File: src/rtl/xep_pkg.sv
package xep_pkg;

    typedef enum logic {
        PIN_SPLIT = 1'b0,
        PIN_XOR   = 1'b1
    } pin_mode_e;

    localparam int NUM_CHAN = 2;

endpackage

File: src/rtl/xep_timebase.sv
module xep_timebase #(
    parameter int CNT_W = 8,
    parameter int PRE_W = 8
) (
    input  logic             clk,
    input  logic             rst,
    input  logic [CNT_W-1:0] max_i,
    input  logic [PRE_W-1:0] ratio_i,
    output logic [CNT_W-1:0] loop_o,
    output logic             slot0_o,
    output logic             wrap_o
);

    localparam logic [PRE_W-1:0] PRE_ONE  = PRE_W'(1);
    localparam logic [CNT_W-1:0] LOOP_ONE = CNT_W'(1);

    typedef struct packed {
        logic [PRE_W-1:0] pre;
        logic [CNT_W-1:0] loop;
        logic [PRE_W-1:0] ratio;
        logic [CNT_W-1:0] maxc;
    } tb_state_t;

    tb_state_t s_d, s_q;
    logic      slot_end_d;
    logic      wrap_d;

    always_comb begin
        s_d        = s_q;
        slot_end_d = (s_q.pre == (s_q.ratio - PRE_ONE));
        wrap_d     = slot_end_d && (s_q.loop == s_q.maxc);
        if (rst) begin
            s_d.pre   = '0;
            s_d.loop  = '0;
            s_d.ratio = ratio_i;
            s_d.maxc  = max_i;
        end else if (wrap_d) begin
            s_d.pre   = '0;
            s_d.loop  = '0;
            s_d.ratio = ratio_i;
            s_d.maxc  = max_i;
        end else if (slot_end_d) begin
            s_d.pre  = '0;
            s_d.loop = s_q.loop + LOOP_ONE;
        end else begin
            s_d.pre = s_q.pre + PRE_ONE;
        end
    end

    always_ff @(posedge clk) begin
        s_q <= s_d;
    end

    assign loop_o  = s_q.loop;
    assign slot0_o = (s_q.pre == '0);
    assign wrap_o  = wrap_d && !rst;

    // loop counter never passes the captured maximum
    p_loop_bound_r1: assert property (@(posedge clk) disable iff (rst)
        s_q.loop <= s_q.maxc);

    // a period boundary restarts both counters
    p_wrap_restart_r1: assert property (@(posedge clk) disable iff (rst)
        wrap_o |=> (s_q.loop == '0) && (s_q.pre == '0));

    // prescaler stays inside one loop period
    p_pre_bound_r2: assert property (@(posedge clk) disable iff (rst)
        s_q.pre < s_q.ratio);

    // the ratio supplied must be nonzero
    p_ratio_nonzero_r2: assert property (@(posedge clk) disable iff (rst)
        ratio_i != '0);

    // captured configuration only changes at a boundary
    p_cfg_hold_r10: assert property (@(posedge clk) disable iff (rst)
        !wrap_o |=> $stable(s_q.ratio) && $stable(s_q.maxc));

endmodule

File: src/rtl/xep_edge_chan.sv
module xep_edge_chan #(
    parameter int CNT_W = 8,
    parameter int PRE_W = 8
) (
    input  logic             clk,
    input  logic             rst,
    input  logic             wrap_i,
    input  logic             slot0_i,
    input  logic [CNT_W-1:0] loop_i,
    input  logic             wr_i,
    input  logic [CNT_W-1:0] coarse_i,
    input  logic [PRE_W-1:0] fine_i,
    output logic             out_o
);

    localparam logic [PRE_W-1:0] FINE_ONE = PRE_W'(1);

    typedef struct packed {
        logic [CNT_W-1:0] shd_c;
        logic [PRE_W-1:0] shd_f;
        logic [CNT_W-1:0] act_c;
        logic [PRE_W-1:0] act_f;
        logic [PRE_W-1:0] cnt;
        logic             out;
    } ch_state_t;

    ch_state_t c_d, c_q;
    logic      hit_d;

    always_comb begin
        c_d   = c_q;
        hit_d = slot0_i && (loop_i == c_q.act_c);
        if (rst) begin
            c_d = '0;
        end else begin
            if (wrap_i) begin
                c_d.act_c = c_q.shd_c;
                c_d.act_f = c_q.shd_f;
                c_d.cnt   = '0;
                c_d.out   = 1'b1;
            end else if (hit_d) begin
                if (c_q.act_f == '0) begin
                    c_d.out = 1'b0;
                end else begin
                    c_d.cnt = c_q.act_f;
                end
            end else if (c_q.cnt != '0) begin
                c_d.cnt = c_q.cnt - FINE_ONE;
                if (c_q.cnt == FINE_ONE) begin
                    c_d.out = 1'b0;
                end
            end
            if (wr_i) begin
                c_d.shd_c = coarse_i;
                c_d.shd_f = fine_i;
            end
        end
    end

    always_ff @(posedge clk) begin
        c_q <= c_d;
    end

    assign out_o = c_q.out;

    // channel output only goes high on a period boundary
    p_rise_at_wrap_r4: assert property (@(posedge clk) disable iff (rst)
        $rose(c_q.out) |-> $past(wrap_i));

    // active compare only changes on a period boundary
    p_shadow_hold_r6: assert property (@(posedge clk) disable iff (rst)
        !wrap_i |=> $stable(c_q.act_c) && $stable(c_q.act_f));

    // a running fine delay is always finished before the next boundary
    p_delay_done_r3: assert property (@(posedge clk) disable iff (rst)
        wrap_i |-> (c_q.cnt == '0) || (c_q.cnt == FINE_ONE));

endmodule

File: src/rtl/xep_pin_mux.sv
module xep_pin_mux
    import xep_pkg::*;
(
    input  pin_mode_e mode_i,
    input  logic      ch_even_i,
    input  logic      ch_odd_i,
    input  logic      gpio_i,
    output logic      pin_even_o,
    output logic      pin_odd_o
);

    always_comb begin
        if (mode_i == PIN_XOR) begin
            pin_even_o = ch_even_i ^ ch_odd_i;
            pin_odd_o  = gpio_i;
        end else begin
            pin_even_o = ch_even_i;
            pin_odd_o  = ch_odd_i;
        end
    end

endmodule

File: src/rtl/xedge_pwm.sv
module xedge_pwm
    import xep_pkg::*;
#(
    parameter int CNT_W = 8,
    parameter int PRE_W = 8
) (
    input  logic             clk,
    input  logic             rst,
    input  logic [CNT_W-1:0] cnt_max_i,
    input  logic [PRE_W-1:0] ratio_i,
    input  logic             mode_xor_i,
    input  logic             ev_wr_i,
    input  logic [CNT_W-1:0] ev_coarse_i,
    input  logic [PRE_W-1:0] ev_fine_i,
    input  logic             od_wr_i,
    input  logic [CNT_W-1:0] od_coarse_i,
    input  logic [PRE_W-1:0] od_fine_i,
    input  logic             gpio_i,
    output logic             pin_even_o,
    output logic             pin_odd_o
);

    logic [CNT_W-1:0] loop_w;
    logic             slot0_w;
    logic             wrap_w;

    logic             wr_v   [NUM_CHAN];
    logic [CNT_W-1:0] crs_v  [NUM_CHAN];
    logic [PRE_W-1:0] fin_v  [NUM_CHAN];
    logic             ch_out [NUM_CHAN];

    assign wr_v[0]  = ev_wr_i;
    assign crs_v[0] = ev_coarse_i;
    assign fin_v[0] = ev_fine_i;
    assign wr_v[1]  = od_wr_i;
    assign crs_v[1] = od_coarse_i;
    assign fin_v[1] = od_fine_i;

    xep_timebase #(
        .CNT_W (CNT_W),
        .PRE_W (PRE_W)
    ) u_timebase (
        .clk     (clk),
        .rst     (rst),
        .max_i   (cnt_max_i),
        .ratio_i (ratio_i),
        .loop_o  (loop_w),
        .slot0_o (slot0_w),
        .wrap_o  (wrap_w)
    );

    for (genvar g = 0; g < NUM_CHAN; g++) begin : g_chan
        xep_edge_chan #(
            .CNT_W (CNT_W),
            .PRE_W (PRE_W)
        ) u_chan (
            .clk      (clk),
            .rst      (rst),
            .wrap_i   (wrap_w),
            .slot0_i  (slot0_w),
            .loop_i   (loop_w),
            .wr_i     (wr_v[g]),
            .coarse_i (crs_v[g]),
            .fine_i   (fin_v[g]),
            .out_o    (ch_out[g])
        );
    end

    xep_pin_mux u_mux (
        .mode_i     (pin_mode_e'(mode_xor_i)),
        .ch_even_i  (ch_out[0]),
        .ch_odd_i   (ch_out[1]),
        .gpio_i     (gpio_i),
        .pin_even_o (pin_even_o),
        .pin_odd_o  (pin_odd_o)
    );

    // simultaneous falls of both channels leave the XOR pin unchanged
    p_cancel_r7: assert property (@(posedge clk) disable iff (rst)
        (mode_xor_i && $past(mode_xor_i) && $fell(ch_out[0]) && $fell(ch_out[1]))
        |-> $stable(pin_even_o));

    // in XOR mode the odd pin moves only with gpio_i
    p_odd_gpio_r8: assert property (@(posedge clk) disable iff (rst)
        (mode_xor_i && $past(mode_xor_i) && $stable(gpio_i)) |-> $stable(pin_odd_o));

    // both pins are low right after a reset in split mode
    p_reset_low_r9: assert property (@(posedge clk)
        ($past(rst) && !mode_xor_i) |-> (!pin_even_o && !pin_odd_o));

    // written fine values stay below the ratio
    p_fine_range_r11: assert property (@(posedge clk) disable iff (rst)
        (ev_wr_i |-> ev_fine_i < ratio_i) and (od_wr_i |-> od_fine_i < ratio_i));

endmodule

File: config.mk
export PLATFORM = sky130hd
export DESIGN_NAME = xedge_pwm
export DESIGN_NICKNAME = d
export VERILOG_FILES = /design/src/rtl/xep_pkg.sv /design/src/rtl/xep_timebase.sv /design/src/rtl/xep_edge_chan.sv /design/src/rtl/xep_pin_mux.sv /design/src/rtl/xedge_pwm.sv
export SDC_FILE = /design/constraint.sdc
export NUM_CORES = 1
export LEC_CHECK = 0
export ABC_AREA = 1
export BUFFER_PORTS_ARGS = -buffer_cell sky130_fd_sc_hd__buf_4
export CAP_MARGIN = 25
export CELL_PAD_IN_SITES_DETAIL_PLACEMENT = 0
export CELL_PAD_IN_SITES_GLOBAL_PLACEMENT = 1
export CORE_ASPECT_RATIO = 1.75
export CORE_MARGIN = 5
export CORE_UTILIZATION = 29
export DETAILED_ROUTE_END_ITERATION = 10
export PLACE_DENSITY_LB_ADDON = 0.15
export SYNTH_ARGS = -nofsm -noshare
export SYNTH_HDL_FRONTEND = slang
export SYNTH_SLANG_ARGS = --single-unit
File: constraint.sdc
create_clock -name clk -period 2.8 [get_ports clk]
set_input_delay 0.56 -clock clk [delete_from_list [all_inputs] [get_ports clk]]
set_output_delay 0.56 -clock clk [all_outputs]
set_load 0.1 [all_outputs]
* After elaboration in Yosys (flattened, before gate mapping)
Index checks and enable logic that the tools add are counted.
** Storage, ports and cells
- Bits in registers :: 114
- Bits of input ports :: 54
- Output and inout bits :: 2
** Cells by class
- Bitwise operators :: 1
- Eq/ne operators :: 10
- Add/sub/neg operators :: 5
- Reductions and logical operators :: 24
- Muxes and demuxes :: 16
** Operators with widths (number)
- $mux 9 :: 4
- $eq 8x8->1 :: 4
- $mux 16 :: 2
- $logic_not 8->1 :: 3
- $sub 8x1->8 const B :: 3
- $add 8x1->8 const B :: 2
- $eq 8x1->1 const B :: 2
- $mux 8 :: 2
- $reduce_bool 8->1 :: 2
- $reduce_bool 3->1 :: 4
- $mux 1 :: 8
- $reduce_and 3->1 :: 2
- $reduce_bool 2->1 :: 3
- $logic_and 1x1->1 :: 4
- $ne 2x2->1 const B :: 2
- $reduce_and 2->1 :: 2
- $reduce_or 2->1 :: 2
- $ne 3x2->1 const B :: 1
- $ne 3x3->1 const B :: 1
- $reduce_or 3->1 :: 1
- $logic_not 1->1 :: 1
- $xor 1x1->1 :: 1

* Longest topological paths before layout
- Depth in word-level cells :: 6
- Gate-level depth with buffers :: 15
- Mapped depth without buffers :: 15

* Cells and area by module
A second synthesis with hierarchy kept.
** Second synthesis, totals
- Cell total of the unflattened synthesis :: 789
- Area total of the unflattened synthesis :: 5788.1 um2
** Modules (own cells, without submodules)
- xep_edge_chan :: times used 2, area each 2006.9 um2, cells each 292
- xep_timebase :: times used 1, area each 1737.9 um2, cells each 196
- xep_pin_mux :: times used 1, area each 36.3 um2, cells each 9

* Worst setup path after synthesis
Ideal clock, no wire load.
- Path type :: register to register
- Start :: register u_timebase.s_q[8] in the netlist's numbering
- End :: register u_timebase.s_q[0] in the netlist's numbering, enable pin
- Slack :: 0.632 ns
- Cell stages (with the launch flop) :: 13
- Setup time :: 0.350 ns
- Path buffers :: 1
- Data arrival time :: 1.819 ns
- Required time :: 2.450 ns
- Path through :: edfxtp_1 -> inv_1 -> ha_1 -> inv_1 -> nand2_1 -> nand2_1 -> nand2_1 -> nor2_1 -> nand3_1 -> nor2_2 -> nand3_2 -> nand2_2 -> buf_2
** Between the ends
- Cells in the longest elaborated chain, start to end :: 4
** RTL lines
- from (decl) :: line xep_timebase.sv:24 : tb_state_t s_d, s_q;
- from (signal assigned) :: line xep_timebase.sv:51 : s_q <= s_d;
- $sub 8x1->8 :: line xep_timebase.sv:30 : slot_end_d = (s_q.pre == (s_q.ratio - PRE_ONE));
- $eq 8x8->1 :: line xep_timebase.sv:30
- $logic_and 1x1->1 :: line xep_timebase.sv:31 : wrap_d = slot_end_d && (s_q.loop == s_q.maxc);
- $reduce_bool 2->1 (no source line)
Every way passes these cells.
A chain may end at the register's enable or synchronous reset.

* Worst setup path after layout
- Start :: register u_timebase.s_q[8] in the netlist's numbering
- End :: register g_chan[1].u_chan.c_q[17] in the netlist's numbering
** Between the ends
- Cells in the longest elaborated chain, start to end :: 4
** RTL lines
- $sub 8x1->8 :: line xep_timebase.sv:30
- $eq 8x8->1 :: line xep_timebase.sv:30
- $logic_and 1x1->1 :: line xep_timebase.sv:31
- $logic_and 1x1->1 :: line xep_timebase.sv:56 : assign wrap_o = wrap_d && !rst;
- to (signal assigned) :: line xep_edge_chan.sv:61 : c_q <= c_d;
- to (decl) :: line xep_edge_chan.sv:27 : ch_state_t c_d, c_q;
Every way passes these cells.

==> impl_metrics.ini <==
[synthesis]
synth_nets = 784
ys_ff_latch = 114
ys_types = 36
syn_avg_cell_area_um2 = 7.53
synth_largest_area_cell = dfxtp_1
synth_warnings = 0
seq_area_frac_synth_pct = 44.9
synthTopCellsByArea = dfxtp_1 36%, nand2_1 14%, edfxtp_1 8.8%
synth_top_area_share_pct = 36.1
syn_area_mm2 = 0.00543
synthCells = 722

[timing]
final_max_slew_viol_count = 0
worst_pin_slew_ns = 0.597
hold_viol = 0
rsz0062_at_grt = false
max_freq_mhz = 417
tns_ns = 0
period_share_pct = 85.7
setup_viol = 0
period_minus_slack_ns = 2.40
slew_headroom_pct = 59.9
clock-skew-final_ns = 0.00922

[die]
core_mm2 = 0.0185
dieArea_mm2 = 0.0217
rows = 66
start_util_pct = 29.4
io_pins = 56
dieHeight_um = 191
die_w_um = 113

[cts]
cts-resized-gates = 0
htree_levels = 4
postCtsSetupBuffers = 0
clkTransAtPathRegs_ns = 0.05
cts_buffers = 17
clock_path_buffers = 2
cts.sinks = 114
worst_skew_pair.late_latency_ns = 0.42
cts_hold_buf = 0
cts_root_buffer = clkbuf_16
cts_tree = done

[placement]
post_dp_cell_area_mm2 = 0.00607
io_buffers = 55
gp_congestion = 0.825
dp_hpwl_um = 11100

[status]
status = complete, no violations

[layout]
fin_nets = 840
final_area_mm2 = 0.00667
final_layout_size_suffix_gt1_share_pct = 15.9
diodes = 0
areaGrowthSynthToFinish_pct = 22.7

[flow_run]
maxCapViolCount = 0

[grt]
grt_overflow = 0
antenna_found_initial = 0
grt_max_degree = 36
grt_pass1_wl_um = 24100
track_usage_pct = 14.3
grt_pass1_vias = 4761

[power]
power.density_mw_per_mm2 = 785
power_leakage_uw = 0.00293
ir_drop_mv = 0.316

[critical_path]
critical_path.endpoint = g_chan[1].u_chan.c_q[17]
timing.rr.start = u_timebase.s_q[8]
crit_type = register to register
crit_path_max_fanout = 26
start_kind = register
r2r_slack_ns = 0.40
worstPathRequired_ns = 3.11
worstRegToRegCells = 13
endpoint_kind = register
worstPathArrival_ns = 2.71
crit_start = u_timebase.s_q[8]
r2r-end = g_chan[1].u_chan.c_q[17]

[route]
dr.pass1.iters = 5
ant_nets = 0
vias_per_cell = 4.48
drc_errors = 0
post_drt_wl_per_cell_um = 14.1
finalWirelength_um = 14500
drtIter0Drc = 141
num_vias = 4612

[worst_hold_path]
worstHoldStart = cnt_max_i[7]
hold_path.class = primary input to register
-- metrics by stage --
| step | cells | power [uW] | setup WS, ns | util [%] | hold WS [ns] |
|---|---|---|---|---|---|
| 6_report | 1029 | 5230 | 0.400 | 36.0 | 0.321 |
| 5_1_grt | 1029 | 5540 | 0.0995 | 36.0 | 0.294 |
| 4_1_cts | 1029 | 5320 | 0.358 | 36.0 | 0.297 |
| 3_5_place_dp | 997 | 3110 | 0.361 | 32.8 | 0.442 |
| 3_3_place_gp | 997 | 3110 | 0.430 | 32.8 | 0.437 |
| 2_1_floorplan | 722 | 2800 | 0.632 | - | 0.421 |
-- flip-flops by register name, indices dropped and copies added (netlist names) --
| name | count |
|---|---|
| u_timebase.loop_o | 8 |
| g_chan.u_chan.c_q | 80 |
| g_chan.u_chan.out_o | 2 |
| u_timebase.s_q | 24 |
-- cell usage in the layout (no fill, tap or decap), types with 7 or more instances in the layout --
cell	Yosys	final
inv_1	59	59
o21ai_0	42	42
nor3_1	8	8
edfxtp_1	16	16
nand4_1	12	12
a21oi_1	17	17
buf_4	4	59
xnor2_1	27	27
nor2_1	105	105
ha_1	8	8
xor2_1	14	14
dfxtp_1	98	98
nand3_1	44	44
clkbuf_16	0	17
nand2_1	200	200
o21ai_2	7	7
-- power breakdown --
part | internal, uW | total (uW) | switching [uW]
clock network | 1390 | 2160 | 772
registers | 1780 | 1880 | 95.3
logic | 469 | 1190 | 724
total | 3640 | 5230 | 1590
-- how the worst min path moves through the flow --
| stage | to | slack [ns] | depth (start not counted) |
|---|---|---|---|
| after floorplan | g_chan[1].u_chan.c_q[18] | 0.42 | 2 |
| after global placement | g_chan[0].u_chan.c_q[11] | 0.44 | 2 |
| after detailed placement | g_chan[0].u_chan.c_q[11] | 0.44 | 2 |
| after CTS | u_timebase.s_q[7] | 0.30 | 1 |
| after global routing | u_timebase.s_q[4] | 0.29 | 1 |
| final | u_timebase.s_q[7] | 0.32 | 1 |
-- logic make-up (layout without fill, tap and decap cells) --
| kind of cell | count (synthesis) | in the layout | share of synthesized area [%] |
|---|---|---|---|
| adders and majority gates | 8 | 8 | 1.84 |
| and+or+nand+nor | 399 | 399 | 32.6 |
| AOI/OAI and AO/OA | 72 | 72 | 7.16 |
| muxes | 1 | 1 | 0.207 |
| xor gates and xnor gates | 41 | 41 | 6.61 |
| buffers and inverters | 87 | 156 | 6.65 |
| DFF | 114 | 114 | 44.9 |
-- routing by layer --
layer / routed length (um) / track usage (%) / up-vias
met5: 0 / 0 / -
met4: 231 / 4.86 / 0
met3: 502 / 3.99 / 15
met2: 8150 / 27.6 / 73
met1: 5590 / 14.3 / 2111
li1: - / - / 2413
-- synth_stat cells --
| cell | number |
|---|---|
| nand2_1 | 200 |
| nor2_1 | 105 |
| dfxtp_1 | 98 |
| inv_1 | 59 |
| nand3_1 | 44 |
| o21ai_0 | 42 |
| xnor2_1 | 27 |
| a21oi_1 | 17 |
| edfxtp_1 | 16 |
| xor2_1 | 14 |
| nand4_1 | 12 |
| clkbuf_1 | 8 |
| ha_1 | 8 |
| nor3_1 | 8 |
| buf_2 | 7 |
| o21ai_2 | 7 |
| inv_2 | 5 |
| o21ai_1 | 5 |
| buf_4 | 4 |
| nand2_2 | 4 |
| nand2_4 | 4 |
| nor4_1 | 4 |
| clkbuf_2 | 3 |
| nand3_2 | 3 |
| nor2_2 | 3 |
| nor3b_1 | 3 |
| nand3_4 | 2 |
| nor2_4 | 2 |
| buf_6 | 1 |
| mux2_2 | 1 |
| nand3b_1 | 1 |
| nand4_2 | 1 |
| nor3b_4 | 1 |
| nor4_4 | 1 |
| o21bai_1 | 1 |
| or2_2 | 1 |
-- area by class of cell --
cell class	count	area [um^2]
Tap cell	238	298
Inverter	64	240
Fill cell	1984	11800
Timing Repair Buffer	60	463
Clock buffer	18	429
Multi-Input combinational cell	521	2630
Sequential cell	114	2440
Clock inverter	14	165
-- worst max-delay path, cell delays in order (launching register included) --
cell	delay (ns)
edfxtp_1	0.44
inv_1	0.12
ha_1	0.26
nand2_1	0.12
nand2_1	0.10
nand2_1	0.05
nand2_1	0.05
nand2_1	0.07
nor2_2	0.19
nand3_2	0.15
nand2_2	0.29
inv_2	0.28
nand2_1	0.13
nand2_1	0.05
Note: power is estimated with default switching activity, not from simulation.
